[src/rtl/i2csw_pkg.sv]
package i2csw_pkg;
  localparam int unsigned NUM_CH = 4;
  localparam logic [3:0] ADDR_PREFIX = 4'b1110;

  typedef enum logic [2:0] {
    ST_IDLE,
    ST_ADDR,
    ST_AACK,
    ST_WDAT,
    ST_WACK,
    ST_RDAT,
    ST_RACK,
    ST_SKIP
  } sw_state_e;
endpackage

[src/rtl/i2csw_filter.sv]
module i2csw_filter #(
  parameter int unsigned FILT_LEN = 16
) (
  input  logic clk_i,
  input  logic rst_ni,
  input  logic in_i,
  output logic out_o
);
  localparam int unsigned CW = $clog2(FILT_LEN + 1);

  logic [1:0]    sync_q;
  logic [CW-1:0] cnt_q;
  logic          filt_q;

  always_ff @(posedge clk_i or negedge rst_ni) begin
    if (!rst_ni) begin
      sync_q <= 2'b11;
      cnt_q  <= '0;
      filt_q <= 1'b1;
    end else begin
      sync_q <= {sync_q[0], in_i};
      if (sync_q[1] == filt_q) begin
        cnt_q <= '0;
      end else if (cnt_q == CW'(FILT_LEN - 1)) begin
        filt_q <= sync_q[1];
        cnt_q  <= '0;
      end else begin
        cnt_q <= cnt_q + 1'b1;
      end
    end
  end

  assign out_o = filt_q;

  // the filtered level moves only to a value the synchronizer held
  a_r8_filter_follows_sync: assert property (@(posedge clk_i) disable iff (!rst_ni)
    (filt_q != $past(filt_q)) |-> (filt_q == $past(sync_q[1])));
endmodule

[src/rtl/i2csw_target.sv]
module i2csw_target
  import i2csw_pkg::*;
#(
  parameter int unsigned CH = NUM_CH
) (
  input  logic          clk_i,
  input  logic          rst_ni,
  input  logic          bus_rst_ni,
  input  logic          scl_f_i,
  input  logic          sda_f_i,
  input  logic [2:0]    strap_i,
  output logic          sda_pull_o,
  output logic [CH-1:0] en_o
);
  localparam int unsigned PADW = 8 - CH;

  sw_state_e     state_q;
  logic [3:0]    cnt_q;
  logic [7:0]    sh_q;
  logic [7:0]    osh_q;
  logic          rw_q;
  logic          mack_q;
  logic          pend_q;
  logic [CH-1:0] ctrl_q;
  logic [CH-1:0] act_q;
  logic          scl_d, sda_d;

  logic scl_rise, scl_fall, start_det, stop_det, addr_hit;
  logic [7:0] rd_byte;

  always_ff @(posedge clk_i or negedge rst_ni) begin
    if (!rst_ni) begin
      scl_d <= 1'b1;
      sda_d <= 1'b1;
    end else begin
      scl_d <= scl_f_i;
      sda_d <= sda_f_i;
    end
  end

  assign scl_rise  = scl_f_i & ~scl_d;
  assign scl_fall  = ~scl_f_i & scl_d;
  assign start_det = scl_f_i & scl_d & sda_d & ~sda_f_i;
  assign stop_det  = scl_f_i & scl_d & ~sda_d & sda_f_i;
  assign addr_hit  = (sh_q[7:1] == {ADDR_PREFIX, strap_i});
  assign rd_byte   = {{PADW{1'b0}}, ctrl_q};

  always_ff @(posedge clk_i or negedge rst_ni) begin
    if (!rst_ni) begin
      state_q <= ST_IDLE;
      cnt_q   <= '0;
      sh_q    <= '0;
      osh_q   <= '0;
      rw_q    <= 1'b0;
      mack_q  <= 1'b0;
      pend_q  <= 1'b0;
      ctrl_q  <= '0;
      act_q   <= '0;
    end else if (!bus_rst_ni) begin
      state_q <= ST_IDLE;
      cnt_q   <= '0;
      pend_q  <= 1'b0;
      ctrl_q  <= '0;
      act_q   <= '0;
    end else if (start_det) begin
      state_q <= ST_ADDR;
      cnt_q   <= '0;
    end else if (stop_det) begin
      state_q <= ST_IDLE;
      if (pend_q) begin
        act_q  <= ctrl_q;
        pend_q <= 1'b0;
      end
    end else begin
      unique case (state_q)
        ST_ADDR: begin
          if (scl_rise) begin
            sh_q  <= {sh_q[6:0], sda_f_i};
            cnt_q <= cnt_q + 1'b1;
          end else if (scl_fall && cnt_q == 4'd8) begin
            if (addr_hit) begin
              state_q <= ST_AACK;
              rw_q    <= sh_q[0];
            end else begin
              state_q <= ST_SKIP;
            end
          end
        end
        ST_AACK: begin
          if (scl_fall) begin
            cnt_q <= '0;
            if (rw_q) begin
              state_q <= ST_RDAT;
              osh_q   <= rd_byte;
            end else begin
              state_q <= ST_WDAT;
            end
          end
        end
        ST_WDAT: begin
          if (scl_rise) begin
            sh_q  <= {sh_q[6:0], sda_f_i};
            cnt_q <= cnt_q + 1'b1;
          end else if (scl_fall && cnt_q == 4'd8) begin
            ctrl_q  <= sh_q[CH-1:0];
            pend_q  <= 1'b1;
            state_q <= ST_WACK;
          end
        end
        ST_WACK: begin
          if (scl_fall) begin
            state_q <= ST_WDAT;
            cnt_q   <= '0;
          end
        end
        ST_RDAT: begin
          if (scl_rise) begin
            cnt_q <= cnt_q + 1'b1;
          end else if (scl_fall) begin
            if (cnt_q == 4'd8) state_q <= ST_RACK;
            else               osh_q   <= {osh_q[6:0], 1'b0};
          end
        end
        ST_RACK: begin
          if (scl_rise) begin
            mack_q <= ~sda_f_i;
          end else if (scl_fall) begin
            if (mack_q) begin
              state_q <= ST_RDAT;
              osh_q   <= rd_byte;
              cnt_q   <= '0;
            end else begin
              state_q <= ST_SKIP;
            end
          end
        end
        default: ;
      endcase
    end
  end

  assign sda_pull_o = (state_q == ST_AACK) || (state_q == ST_WACK) ||
                      ((state_q == ST_RDAT) && !osh_q[7]);
  assign en_o = act_q;

  // enables move only after a stop or a recovery reset
  a_r3_en_moves_on_stop: assert property (@(posedge clk_i) disable iff (!rst_ni)
    (act_q != $past(act_q)) |-> ($past(stop_det) || !$past(bus_rst_ni)));

  // register is written only at a falling SCL edge or by reset
  a_r4_ctrl_on_scl_fall: assert property (@(posedge clk_i) disable iff (!rst_ni)
    (ctrl_q != $past(ctrl_q)) |-> ($past(scl_fall) || !$past(bus_rst_ni)));

  // the target never moves SDA while the filtered SCL is high
  a_r5_sda_moves_scl_low: assert property (@(posedge clk_i) disable iff (!rst_ni || !bus_rst_ni)
    (sda_pull_o != $past(sda_pull_o)) |-> !scl_f_i);

  // recovery reset clears register and enables
  a_r6_bus_reset_clears: assert property (@(posedge clk_i) disable iff (!rst_ni)
    !bus_rst_ni |=> (ctrl_q == '0 && act_q == '0 && !sda_pull_o));
endmodule

[src/rtl/i2c_chan_switch.sv]
module i2c_chan_switch
  import i2csw_pkg::*;
#(
  parameter int unsigned FILT_LEN = 16
) (
  input  logic              clk_i,
  input  logic              rst_ni,
  input  logic              bus_rst_ni,
  input  logic              scl_i,
  input  logic              sda_i,
  input  logic [2:0]        strap_i,
  output logic              sda_pull_o,
  output logic [NUM_CH-1:0] chan_en_o
);
  logic [1:0] raw_lines;
  logic [1:0] filt_lines;

  assign raw_lines = {sda_i, scl_i};

  for (genvar g = 0; g < 2; g++) begin : g_line
    i2csw_filter #(.FILT_LEN(FILT_LEN)) u_filt (
      .clk_i (clk_i),
      .rst_ni(rst_ni),
      .in_i  (raw_lines[g]),
      .out_o (filt_lines[g])
    );
  end

  i2csw_target #(.CH(NUM_CH)) u_target (
    .clk_i     (clk_i),
    .rst_ni    (rst_ni),
    .bus_rst_ni(bus_rst_ni),
    .scl_f_i   (filt_lines[0]),
    .sda_f_i   (filt_lines[1]),
    .strap_i   (strap_i),
    .sda_pull_o(sda_pull_o),
    .en_o      (chan_en_o)
  );
endmodule

[config.mk]
export PLATFORM = sky130hd
export DESIGN_NAME = i2c_chan_switch
export DESIGN_NICKNAME = d
export VERILOG_FILES = /design/src/rtl/i2csw_pkg.sv /design/src/rtl/i2csw_filter.sv /design/src/rtl/i2csw_target.sv /design/src/rtl/i2c_chan_switch.sv
export SDC_FILE = /design/constraint.sdc
export NUM_CORES = 1
export LEC_CHECK = 0
export BUFFER_PORTS_ARGS = -buffer_cell sky130_fd_sc_hd__buf_2
export CORE_MARGIN = 3
export CORE_UTILIZATION = 65
export DETAILED_ROUTE_END_ITERATION = 8
export HOLD_SLACK_MARGIN = 0.15
export PLACE_DENSITY_LB_ADDON = 0.25
export SLEW_MARGIN = 20
export SYNTH_ARGS = -nofsm -noshare
export SYNTH_HDL_FRONTEND = slang
export SYNTH_SLANG_ARGS = --single-unit
[constraint.sdc]
create_clock -name clk_i -period 3.33 [get_ports clk_i]
set_input_delay 0.4995 -clock clk_i [delete_from_list [all_inputs] [get_ports clk_i]]
set_output_delay 0.4995 -clock clk_i [all_outputs]
set_load 0.005 [all_outputs]
==> impl_metrics.ini <==
[power]
vdd_drop_max_uv = 331
p_per_area_nw_per_um2 = 421
p_leak_nw = 1.29
power_mw = 1.12

[route]
wl_per_cell_um = 15.4
routed_via_density = 6.00
first_pass_iters = 4
vias = 1703
postRouteAntennaNets = 0
dr.first_iter.drc_count = 168
met3_length_um = 172
drc = 0
wl_met2_mm = 2.28
drt-total-wl_mm = 4.36
met1_length_mm = 1.87
highest_layer = met4

[cts]
ctsHoldBuffers = 0
clock_latency_ps = 290
ctsHtreeMaxLevel = 2
cts_setup_buffers = 0
max-clock-path-buffers = 2
root_buffer = clkbuf_8
cts.repair.resized = 0
cts.sinks = 52
cts_buffers = 5
cts_tree = done
clkTransAtPathRegs_ps = 80

[job]
drv_cap = 0

[timing]
worst_slack_ps = 1290
finClkSkew_ps = 2.33
rsz0062_at_grt = no
fin_crit_sh_pct = 61.4
setup_violations = 0
finalHoldViolations = 0
period_needed_ps = 2040
tns_ps = 0
fmax_mhz = 489
worst_pin_slew_ps = 613
timing.hold.ws_ps = 212
drv_slew = 0
slew_headroom_pct = 59.1

[synth]
synth_fp_nets = 240
synth_area_um2 = 2490
synthDistinctLibCells = 51
ys.flop_type = dfrtp_1
yosysSeqAreaShare_pct = 52.6
synth_edf_count = 0
ys_ff_latch = 52
synth_area_leaders = dfrtp_1 44%, dfstp_2 8.4%, mux2_2 7.2%
synth_cells = 228
syn_area_per_cell_um2 = 10.9
synth_warnings = 0
synth_top_area_share_pct = 44.2
synthArstFlopShare_pct = 100
yosysTopAreaCell = dfrtp_1

[layout]
stdcell_area_um2 = 2670
final_cell_count_no_fill = 284
drive_gt1_share_pct = 20.6
syn_to_final_growth_pct = 7.23
fin_nets = 249
finish.utilization_pct = 75.9
insertedDiodeCount = 0

[critical_path]
worstSetupPathType = reg2reg
r2r_start = u_target.scl_d
rrSetupSlack_ps = 1290
r2r_end = u_target.osh_q[3]
cp-startpoint = u_target.scl_d
path_max_fanout = 9
cp-end-kind = flop
max_stage_delay_ps = 570
required_ps = 3510
crit_chain = nor2b_1 > and3_1 > mux2_2
rr_worst_depth = 3
worst-path-buf-inv = 0
start_kind = flop
cp.arrival_ps = 2230
crit_family = simple AND/OR/NAND/NOR gates
crit_slowest_cell = dfstp_2

[placement]
dpl-instance-area_um2 = 2560
io_buffers = 12
place.detailed.hpwl_mm = 3.26
gp_congestion = 0.905
dp_slack_ps = 1320
dpl.cell_count = 276

[grt]
grt_pass1_vias = 1763
antenna_found_initial = 0
overflow = 0
grt_pass1_wl_mm = 8.00
grt_max_degree = 53
track_usage_pct = 22.8

[floorplan]
coreArea_um2 = 3520
die_h_um = 67.9
start_util_pct = 70.8
fp.dieW_um = 67.9
io_pins = 13
num_rows = 21
floorplan.die_area_um2 = 4620

[hold_path]
worstHoldPathType = in2async

[outcome]
outcome = finished clean
-- kinds of logic (layout without fill, tap and decap cells) --
logic type | Yosys count | in the layout | share of synthesized area, %
and+or+nand+nor | 77 | 77 | 16.2
DFF | 52 | 52 | 52.6
AOI/OAI and AO/OA | 36 | 36 | 9.94
muxes | 28 | 28 | 12.2
buffers and inverters | 21 | 31 | 3.56
xor gates and xnor gates | 10 | 10 | 3.51
adders and majority gates | 4 | 4 | 2.01
-- cell usage after synthesis (all sizes together) (2+ instances only) --
cell	n
nand4	3
o2111ai	2
nand2	18
o211ai	2
mux2i	11
xor2	6
or2	2
xnor2	4
and3	6
buf	5
a21oi	7
ha	4
dfrtp	44
nor2	15
clkbuf	5
nor2b	6
nand3	13
nor3	2
mux2	17
o21ai	8
dfstp	8
inv	10
o21a	2
and2	3
and4b	2
a21o	2
-- registers in the layout, indices dropped and copies added, names as in the netlist, 2 cells and up --
register and count:
u_target.en_o 4, u_target.state_q 3, u_target.osh_q 8, g_line.u_filt.sync_q 4, u_target.sh_q 8, u_target.cnt_q 4, g_line.u_filt.cnt_q 10, g_line.u_filt.out_o 2
u_target.ctrl_q 4
-- how the worst max path moves through the flow --
stage / end / slack [ps] / cells after the start
after global placement: u_target.osh_q[2] / 1410 / 3
after global routing: u_target.osh_q[3] / 1070 / 4
after detailed placement: u_target.osh_q[3] / 1320 / 3
after CTS: u_target.osh_q[3] / 1310 / 3
after floorplan: u_target.osh_q[1] / 1550 / 8
final: u_target.osh_q[3] / 1290 / 3
-- metal layers --
layer / vias to the layer above / track usage [%]
li1: 819 / -
met1: 832 / 29.1
met2: 45 / 40.4
met3: 7 / 3.61
met4: 0 / 5.96
met5: - / 0
-- final cells by class --
class                   count  area, um^2
clock buffers               6        72.6
clock inverters             2        35.0
fillers                   232         847
inverters                  11        41.3
multi-input cells         155        1090
flip-flops and latches     52        1310
well taps                  46        57.6
repair buffers             12        62.6
-- layout by cell type, fill, tap and decap left out, types with 2 or more instances in the layout --
master,synthesis,final
a21o_1,2,2
a21oi_1,7,7
and2_1,3,3
and3_1,6,6
and4b_1,2,2
buf_2,4,11
clkbuf_8,0,5
dfrtp_1,44,44
dfstp_2,8,8
ha_1,4,4
inv_1,10,10
mux2_2,16,16
mux2i_1,11,11
nand2_1,17,17
nand3_1,13,13
nand4_1,3,3
nor2_1,15,15
nor2b_1,6,6
nor3_1,2,2
o2111ai_1,2,2
o211ai_1,2,2
o21a_1,2,2
o21ai_0,8,8
or2_2,2,2
xnor2_1,4,4
xor2_1,6,6
-- power by group --
part | switching (mW) | total [mW] | internal [mW]
clock | 0.183 | 0.406 | 0.223
combinational | 0.0363 | 0.0605 | 0.0242
sequential | 0.0131 | 0.659 | 0.646
Power figures use the tool's default switching activity.
